## config.mk

```make
export PLATFORM = sky130hd
export DESIGN_NAME = ddr2_pwrup_seq
export DESIGN_NICKNAME = d
export VERILOG_FILES = /design/src/rtl/ddr2i_pkg.sv /design/src/rtl/ddr2i_bank_pos.sv /design/src/rtl/ddr2i_gap_timer.sv /design/src/rtl/ddr2i_step_dec.sv /design/src/rtl/ddr2_pwrup_seq.sv
export SDC_FILE = /design/constraint.sdc
export NUM_CORES = 1
export LEC_CHECK = 0
export ABC_AREA = 0
export BUFFER_PORTS_ARGS = -buffer_cell sky130_fd_sc_hd__buf_2
export CORE_ASPECT_RATIO = 0.6
export CORE_MARGIN = 4
export CORE_UTILIZATION = 35
export DETAILED_ROUTE_END_ITERATION = 16
export SYNTH_ARGS = -nofsm -noshare
export SYNTH_HDL_FRONTEND = slang
export SYNTH_SLANG_ARGS = --single-unit
```

## constraint.sdc

```tcl
create_clock -name clk -period 2.8 [get_ports clk]
set_input_delay 0.28 -clock clk [delete_from_list [all_inputs] [get_ports clk]]
set_output_delay 0.28 -clock clk [all_outputs]
set_load 0.01 [all_outputs]
```

## src/rtl/ddr2i_pkg.sv

```systemverilog
package ddr2i_pkg;

  typedef enum logic [2:0] {
    CMD_NOP  = 3'd0,
    CMD_PREA = 3'd1,
    CMD_MRS  = 3'd2,
    CMD_EMRS = 3'd3,
    CMD_REF  = 3'd4,
    CMD_WR   = 3'd5
  } ddr_cmd_e;

  typedef enum logic [2:0] {
    GAP_ONE,
    GAP_STAB,
    GAP_RP,
    GAP_MRD,
    GAP_RFC
  } gap_sel_e;

  typedef enum logic [1:0] {
    ST_ISSUE,
    ST_WAIT,
    ST_DONE
  } seq_state_e;

  localparam int STEP_W    = 4;
  localparam int STEP_DONE = 15;

endpackage

```

## src/rtl/ddr2i_bank_pos.sv

```systemverilog
module ddr2i_bank_pos #(
  parameter int NC_W  = 2,
  parameter int NR_W  = 2,
  parameter int POS_W = 5
) (
  input  logic [NC_W-1:0]  col_fld,
  input  logic [NR_W-1:0]  row_fld,
  input  logic             interleave,
  input  logic             narrow,
  output logic [POS_W-1:0] pos
);
  localparam int COL_BASE = 9;
  localparam int ROW_BASE = 11;

  logic [POS_W-1:0] col_term, row_term, bus_term;

  always_comb begin
    col_term = POS_W'(col_fld) + POS_W'(COL_BASE);
    row_term = interleave ? '0 : POS_W'(row_fld) + POS_W'(ROW_BASE);
    bus_term = narrow ? POS_W'(1) : POS_W'(2);
    pos      = col_term + row_term + bus_term;
  end
endmodule

```

## src/rtl/ddr2i_gap_timer.sv

```systemverilog
module ddr2i_gap_timer #(
  parameter int CNT_W = 8
) (
  input  logic             clk,
  input  logic             rst_n,
  input  logic             load,
  input  logic [CNT_W-1:0] load_val,
  output logic             last
);
  logic [CNT_W-1:0] cnt;

  always_ff @(posedge clk or negedge rst_n) begin
    if (!rst_n) begin
      cnt <= '0;
    end else if (load) begin
      cnt <= load_val;
    end else if (cnt != '0) begin
      cnt <= cnt - CNT_W'(1);
    end
  end

  assign last = (cnt == CNT_W'(1));
endmodule

```

## src/rtl/ddr2i_step_dec.sv

```systemverilog
module ddr2i_step_dec
  import ddr2i_pkg::*;
#(
  parameter int ADDR_W      = 14,
  parameter int BA_W        = 3,
  parameter int DLL_RST_BIT = 8,
  parameter int OCD_LSB     = 7,
  parameter int PREA_BIT    = 10
) (
  input  logic [STEP_W-1:0] step,
  input  logic [ADDR_W-1:0] mode_word,
  input  logic [ADDR_W-1:0] emode_word,
  output logic              valid,
  output ddr_cmd_e          code,
  output logic [BA_W-1:0]   bank,
  output logic [ADDR_W-1:0] addr,
  output logic              rfi,
  output gap_sel_e          gap
);
  localparam logic [ADDR_W-1:0] DLL_MASK  = ADDR_W'(1) << DLL_RST_BIT;
  localparam logic [ADDR_W-1:0] OCD_MASK  = ADDR_W'(7) << OCD_LSB;
  localparam logic [ADDR_W-1:0] PREA_MASK = ADDR_W'(1) << PREA_BIT;

  always_comb begin
    valid = 1'b1;
    code  = CMD_NOP;
    bank  = '0;
    addr  = '0;
    rfi   = 1'b0;
    gap   = GAP_MRD;
    case (step)
      4'd0:  gap = GAP_STAB;
      4'd1:  ;
      4'd2, 4'd7: begin
        code = CMD_PREA;
        addr = PREA_MASK;
        gap  = GAP_RP;
      end
      4'd3: begin code = CMD_EMRS; bank = BA_W'(2); end
      4'd4: begin code = CMD_EMRS; bank = BA_W'(3); end
      4'd5, 4'd12: begin
        code = CMD_EMRS;
        bank = BA_W'(1);
        addr = emode_word & ~OCD_MASK;
      end
      4'd11: begin
        code = CMD_EMRS;
        bank = BA_W'(1);
        addr = emode_word | OCD_MASK;
      end
      4'd6:  begin code = CMD_MRS; addr = mode_word | DLL_MASK; end
      4'd10: begin code = CMD_MRS; addr = mode_word & ~DLL_MASK; end
      4'd8, 4'd9: begin code = CMD_REF; gap = GAP_RFC; end
      4'd13: code = CMD_WR;
      4'd14: begin valid = 1'b0; rfi = 1'b1; gap = GAP_ONE; end
      default: begin valid = 1'b0; gap = GAP_ONE; end
    endcase
  end
endmodule

```

## src/rtl/ddr2_pwrup_seq.sv

```systemverilog
module ddr2_pwrup_seq
  import ddr2i_pkg::*;
#(
  parameter int CLK_MHZ = 400,
  parameter int STAB_US = 200,
  parameter int T_RP    = 4,
  parameter int T_MRD   = 2,
  parameter int T_RFC   = 26,
  parameter int ADDR_W  = 14,
  parameter int BA_W    = 3,
  parameter int NC_W    = 2,
  parameter int NR_W    = 2,
  parameter int RFI_W   = 12,
  parameter int SYS_AW  = 32,
  localparam int POS_MAX = (2**NC_W - 1) + 9 + (2**NR_W - 1) + 11 + 2,
  localparam int POS_W   = $clog2(POS_MAX + 1)
) (
  input  logic              clk,
  input  logic              rst_n,
  input  logic [NC_W-1:0]   cfg_col_bits,
  input  logic [NR_W-1:0]   cfg_row_bits,
  input  logic              cfg_interleave,
  input  logic              cfg_narrow_bus,
  input  logic [ADDR_W-1:0] cfg_mode_word,
  input  logic [ADDR_W-1:0] cfg_emode_word,
  input  logic [RFI_W-1:0]  cfg_refresh_interval,
  output logic              cmd_valid,
  output logic [2:0]        cmd_code,
  output logic [BA_W-1:0]   cmd_bank,
  output logic [ADDR_W-1:0] cmd_addr,
  output logic [SYS_AW-1:0] cmd_sys_off,
  output logic [POS_W-1:0]  bank_pos,
  output logic              rfi_load,
  output logic [RFI_W-1:0]  rfi_value,
  output logic              init_done
);
  localparam int STAB_CYC = CLK_MHZ * STAB_US;
  localparam int GAP_MAX1 = (T_RP > T_MRD) ? T_RP : T_MRD;
  localparam int GAP_MAX2 = (GAP_MAX1 > T_RFC) ? GAP_MAX1 : T_RFC;
  localparam int GAP_MAX  = (GAP_MAX2 > STAB_CYC) ? GAP_MAX2 : STAB_CYC;
  localparam int CNT_W    = $clog2(GAP_MAX + 1);

  seq_state_e        state;
  logic [STEP_W-1:0] step;

  logic              dec_valid, dec_rfi;
  ddr_cmd_e          dec_code;
  logic [BA_W-1:0]   dec_bank;
  logic [ADDR_W-1:0] dec_addr;
  gap_sel_e          dec_gap;

  logic              tmr_load, tmr_last;
  logic [CNT_W-1:0]  gap_val;

  ddr2i_bank_pos #(.NC_W(NC_W), .NR_W(NR_W), .POS_W(POS_W)) u_pos (
    .col_fld    (cfg_col_bits),
    .row_fld    (cfg_row_bits),
    .interleave (cfg_interleave),
    .narrow     (cfg_narrow_bus),
    .pos        (bank_pos)
  );

  ddr2i_step_dec #(.ADDR_W(ADDR_W), .BA_W(BA_W)) u_dec (
    .step       (step),
    .mode_word  (cfg_mode_word),
    .emode_word (cfg_emode_word),
    .valid      (dec_valid),
    .code       (dec_code),
    .bank       (dec_bank),
    .addr       (dec_addr),
    .rfi        (dec_rfi),
    .gap        (dec_gap)
  );

  always_comb begin
    case (dec_gap)
      GAP_STAB: gap_val = CNT_W'(STAB_CYC);
      GAP_RP:   gap_val = CNT_W'(T_RP);
      GAP_MRD:  gap_val = CNT_W'(T_MRD);
      GAP_RFC:  gap_val = CNT_W'(T_RFC);
      default:  gap_val = CNT_W'(1);
    endcase
  end

  assign tmr_load = (state == ST_ISSUE) && (step != STEP_W'(STEP_DONE));

  ddr2i_gap_timer #(.CNT_W(CNT_W)) u_tmr (
    .clk      (clk),
    .rst_n    (rst_n),
    .load     (tmr_load),
    .load_val (gap_val),
    .last     (tmr_last)
  );

  always_ff @(posedge clk or negedge rst_n) begin
    if (!rst_n) begin
      state       <= ST_ISSUE;
      step        <= '0;
      cmd_valid   <= 1'b0;
      cmd_code    <= CMD_NOP;
      cmd_bank    <= '0;
      cmd_addr    <= '0;
      cmd_sys_off <= '0;
      rfi_load    <= 1'b0;
      rfi_value   <= '0;
      init_done   <= 1'b0;
    end else begin
      cmd_valid   <= 1'b0;
      cmd_code    <= CMD_NOP;
      cmd_bank    <= '0;
      cmd_addr    <= '0;
      cmd_sys_off <= '0;
      rfi_load    <= 1'b0;
      rfi_value   <= '0;
      case (state)
        ST_ISSUE: begin
          if (step == STEP_W'(STEP_DONE)) begin
            init_done <= 1'b1;
            state     <= ST_DONE;
          end else begin
            cmd_valid   <= dec_valid;
            cmd_code    <= dec_code;
            cmd_bank    <= dec_bank;
            cmd_addr    <= dec_addr;
            cmd_sys_off <= SYS_AW'(dec_bank) << bank_pos;
            rfi_load    <= dec_rfi;
            rfi_value   <= dec_rfi ? cfg_refresh_interval : '0;
            step        <= step + STEP_W'(1);
            state       <= ST_WAIT;
          end
        end
        ST_WAIT: if (tmr_last) state <= ST_ISSUE;
        default: ;
      endcase
    end
  end
endmodule

```

-- Word level (Yosys, flattened, before mapping)
Index checks and enable logic that the tools add are counted.
Widths: inputs -> output; s select.
- add/subtract/negate cells: 6
- equality and inequality tests: 23
- shift-type cells: 1
- muxes and demuxes: 29
- bitwise operators: 1
- reduce and logical (&&, ||, !) cells: 17
- operators with widths (operator ; count):
    $pmux 14 s5 ; 1
    $pmux 17 s4 ; 1
    $mux 32 ; 2
    $mux 12 ; 3
    $mux 17 ; 2
    $eq 4x4->1 const B ; 8
    $shl 3x5->32 ; 1
    $mux 14 ; 2
    $eq 17x1->1 const B ; 1
    $reduce_bool 17->1 ; 1
    $sub 17x1->17 const B ; 1
    $eq 4x3->1 const B ; 4
    $pmux 3 s5 ; 1
    $reduce_or 14->1 ; 1
    $mux 3 ; 4
    $pmux 3 s4 ; 1
    $add 2x4->5 const B ; 2
    $add 5x5->5 ; 2
    $reduce_or 9->1 ; 1
    $eq 4x2->1 const B ; 2
    $reduce_or 2->1 ; 4
    $eq 3x2->1 const B ; 2
    $mux 1 ; 6
    $mux 2 ; 3
    18 further kinds ; 21
- flip-flop bits (word level): 90
- input bits: 48
- output and inout port bits: 72
- word-level logic and storage cells: 88

-- Logic depth before layout (Yosys ltp)
- depth after elaboration: 7
- depth in mapped cells: 12

-- By module
From an unflattened synthesis, not the netlist that was laid out.
- cells, all modules: 455
- area total of the unflattened synthesis: 4750.8 um^2
- by module, submodules not included (module ; instances ; cells each ; area each (um^2) ; seq. area each (um^2)):
    ddr2_pwrup_seq ; 1 ; 206 ; 2657.5 ; 1826.8
    ddr2i_gap_timer ; 1 ; 119 ; 1123.6 ; 425.4
    ddr2i_step_dec ; 1 ; 103 ; 764.5 ; 0.0
    ddr2i_bank_pos ; 1 ; 27 ; 205.2 ; 0.0

-- Least setup slack after synthesis
OpenSTA, ideal clock, no wires.
- path kind: in2reg
- from: input port cfg_row_bits[0]
- to: register cmd_sys_off[24]
- library setup time: 0.086 ns
- arrival time: 2.858 ns
- required time: 2.714 ns
- path slack: -0.144 ns
- cell stages on the path: 11
- path through: inv_1 ha_1 or2_2 fa_1 fa_1 xor2_1 inv_1 nand2_1 or2_2 mux2_2 nor3_1
- word-level cells in the longest chain between the ends: 7
- RTL lines (item ; RTL line ; source):
    start, declared ; ddr2_pwrup_seq.sv:21 ; input logic [NR_W-1:0] cfg_row_bits,
    $add 2x4->5 ; ddr2i_bank_pos.sv:19 ; row_term = interleave ? '0 : POS_W'(row_fld) + POS_W'(ROW_BASE);
    $mux 5 ; ddr2i_bank_pos.sv:19 ;
    $add 5x5->5 (2 in series) ; ddr2i_bank_pos.sv:21 ; pos = col_term + row_term + bus_term;
    named net bank_pos[2] ; ddr2_pwrup_seq.sv:32 ; output logic [POS_W-1:0] bank_pos,
    $shl 3x5->32 ; ddr2_pwrup_seq.sv:125 ; cmd_sys_off <= SYS_AW'(dec_bank) << bank_pos;
    $mux 32 ; ddr2_pwrup_seq.sv:117 ; if (step == STEP_W'(STEP_DONE)) begin
    $mux 32 ; ddr2_pwrup_seq.sv:115 ; case (state)
    end signal, assigned ; ddr2_pwrup_seq.sv:125 ;
    end, declared ; ddr2_pwrup_seq.sv:31 ; output logic [SYS_AW-1:0] cmd_sys_off,
The timed path passes the listed nets, and every way through them passes these cells.
A chain may end at the register's enable or synchronous reset.

-- Final worst setup path
- from: input port cfg_row_bits[1]
- to: output port bank_pos[3]
- word-level cells in the longest chain between the ends: 4
- RTL lines (item ; RTL line):
    $add 2x4->5 ; ddr2i_bank_pos.sv:19
    $mux 5 ; ddr2i_bank_pos.sv:19
    $add 5x5->5 (2 in series) ; ddr2i_bank_pos.sv:21
    end, declared ; ddr2_pwrup_seq.sv:32
No other way between the ends.

==> results.cfg <==
[timing]
fin_skew_ns = 0.00588
slew_viol_final = 0
worst_slew_pin_slew_ns = 0.648
hold_viol = 0
period_needed_ns = 2.72
worst_hold_slack_ns = 0.137
period_share_pct = 97.3
worst_slew_margin_rel_pct = 56.8
finalWorstSetupSlack_ns = 0.0769
rsz0062_at_grt = no
finalSetupViolCount = 0
fmax_mhz = 367

[floorplanning]
dieHeight_um = 90.5
core_area_um2 = 10800
dieArea_um2 = 13200
pin_count = 120
start_util_pct = 36.7
dieWidth_um = 145
rows = 29

[yosys]
ys_ff_latch = 89
dominantRegCellSynth = dfrtp_1
synth_cell_type_count = 52
synth_top_area_share_pct = 56.1
yosys_warnings = 0
synth_area_leaders = dfrtp_1 (56%), nor2_1 (5.6%), ha_1 (3.5%)
avgSynthCellArea_um2 = 10.4
syn-cell-area_um2 = 3970
ys_seq_area_share_pct = 56.1
syn_inst = 381
synth_top_cell_by_area = dfrtp_1
synth-edff-count = 0
synth.most_common_cell = dfrtp_1
synthArstFlopShare_pct = 100
synth_common_cells = dfrtp_1 (89), nor2_1 (59), nand2_1 (25)

[power_and_ir_drop]
p_switching_mw = 0.681
p_sw_share_pct = 25.1
pwr-share-comb_pct = 9.2
power_frac_clock_pct = 43.4
power.density_nw_per_um2 = 524
leakagePower_nw = 2.58
seq_power_share_pct = 47.4
power.internal_mw = 2.04
irDropWorstVdd_mv = 0.295

[placement]
dp_slack_ns = -0.209
placed_area_um2 = 4860
dp_cells = 643
port_buffers = 114
hpwlAfterDp_mm = 7.45
finalWeightedCongestion = 0.882

[global_routing]
grt_pass1_wl_mm = 16.6
grt_pass1_vias = 3195
overflow = 0
antenna_found_initial = 0
met3_usage_pct = 5.52
busiest_layer = met2
gr-usage-met2_pct = 23.2
grt.met1_usage_pct = 21.9
grt_usage_pct = 15.5
grt_max_degree = 55

[worst_setup_path]
reg2reg_depth = 6
worstSetupEndpointType = output pin
path_delay_family = adder cells
arrival_ns = 2.44
path_depth = 12
setup.worst_path.start_class = input pin
crit_end = bank_pos[3]
r2r_start = u_tmr.cnt[0]
crit_chain = buf_2 > inv_2 > ha_4 > or2_4 > fa_1 > inv_1 > ha_1 > a21o_1 > a21oi_2 > xnor2_2 > buf_4 > buf_6
crit_path_top_delay_cell = fa_1
r2r-end = u_tmr.cnt[1]
path_class = input pin to output pin
path_buf_inv = 5
crit_path_max_incr_delay_ns = 0.52
critPathRequiredTime_ns = 2.52
r2r_slack_ns = 0.35
path_max_fanout = 2
crit_start = cfg_row_bits[1]

[clock_network]
cts_max_path_buffers = 2
htreeDepth = 3
clock-root-buffer = clkbuf_16
cts_sinks = 89
cts_inserted_buffers = 9
insertion_delay_ns = 0.34
clk_pin_slew_ns = 0.07
cts_tree = done

[final_layout]
areaGrowthSynthToFinish_pct = 30.7
multi_input_area_um2 = 1660
finalNonFillerCells = 661
register_area_um2 = 2230
fillCellCount = 1002
antenna_cells = 0
nets = 578
postLayoutCellArea_um2 = 5190
final_layout_size_suffix_gt1_share_pct = 34.1
final_util_pct = 48.0

[detailed_routing]
drt-initial-drc-count = 161
firstDrtPassIters = 4
via_per_inst = 4.89
drc = 0
finalWirelength_mm = 9.96
ant_nets = 0
vias = 3235
drt-wirelength-per-cell_um = 15.1

[run_status]
status = complete, no violations

[flow_run]
cap_viol_max_count = 0

[hold_path]
hold_path_class = input pin to flop
worstHoldStart = cfg_refresh_interval[2]
==> stage by stage <==
stage	power, mW	setup TNS [ns]
after detailed placement	1.55	-2.47
after global placement	1.55	-1.36
final	2.72	0
after global routing	2.83	0
after floorplan	1.42	0
after CTS	2.76	0
==> registers in the layout, summed over array words and instances (netlist names) <==
register and count:
cmd_bank 2, cmd_sys_off 32, step 4, cmd_valid 1, rfi_load 1, init_done 1, cmd_addr 14, u_tmr.cnt 17
rfi_value 12, cmd_code 3, state 2
==> worst register-to-register path, cell delays in order (launching register included) <==
cell	delay, ns
dfrtp_1	0.45
inv_1	0.08
ha_1	0.24
or4b_4	0.52
nor4_4	0.52
mux2_2	0.40
a21oi_1	0.15
==> layer usage <==
metal  wire (µm)  vias up
li1            -     1569
met1        4840     1551
met2        4370      110
met3         724        5
met4          23        0
met5           0        -
==> worst min path at each step <==
| stage | slack [ns] | depth (start not counted) | endpoint |
|---|---|---|---|
| after floorplan | -0.02 | 0 | cmd_addr[0] |
| after global placement | 0.28 | 1 | cmd_sys_off[1] |
| after detailed placement | 0.28 | 1 | cmd_sys_off[0] |
| after CTS | 0.13 | 2 | rfi_value[2] |
| after global routing | 0.13 | 2 | rfi_value[2] |
| final | 0.14 | 2 | rfi_value[2] |
==> cell families after synthesis <==
family | synth area share, %
and+or+nand+nor | 20.3
AOI/OAI and AO/OA | 10.9
muxes | 0.851
xor gates and xnor gates | 3.53
DFF | 56.1
adders and majority gates | 4.73
buffers and inverters | 3.50
other | 0.0945
==> placed cells by master, fill, tap and decap left out, types with 4 or more instances in the layout <==
| cell | n |
|---|---|
| or3_1 | 7 |
| conb_1 | 5 |
| inv_1 | 16 |
| xnor2_1 | 13 |
| nor2_1 | 59 |
| or2_2 | 7 |
| buf_4 | 22 |
| dfrtp_1 | 89 |
| buf_2 | 112 |
| clkbuf_16 | 9 |
| o21ai_0 | 13 |
| a22oi_1 | 12 |
| o22ai_1 | 5 |
| nand2_1 | 25 |
| nand2b_1 | 4 |
| a21oi_1 | 19 |
| nor3_1 | 14 |
| ha_1 | 10 |
| and2_1 | 12 |
| inv_8 | 4 |
==> power by group through the flow <==
| stage | Sequential [mW] | Clock (mW) | Combinational [mW] |
|---|---|---|---|
| floorplan | 1.32 | 0 | 0.101 |
| global placement | 1.31 | 0 | 0.235 |
| detailed placement | 1.31 | 0 | 0.241 |
| CTS | 1.29 | 1.22 | 0.254 |
| global route | 1.29 | 1.27 | 0.280 |
| finish | 1.29 | 1.18 | 0.251 |
==> area by class of cell <==
class | instances | share of cell area (%)
Sequential cell | 89 | 42.9
Multi-Input combinational cell | 261 | 31.9
Timing Repair Buffer | 137 | 14.8
Clock buffer | 9 | 4.34
Tap cell | 139 | 3.35
Inverter | 19 | 1.37
Clock inverter | 7 | 1.35
==> what timing repair did <==
action                                 in CTS  in global routing
resized for setup                           2                  3
setup endpoints to repair                   1                  1
setup buffers                               1                  0
endpoints found under the hold margin      35                  0
pin swaps                                   3                  7
hold buffers                                1                  0
Power figures use the tool's default switching activity.
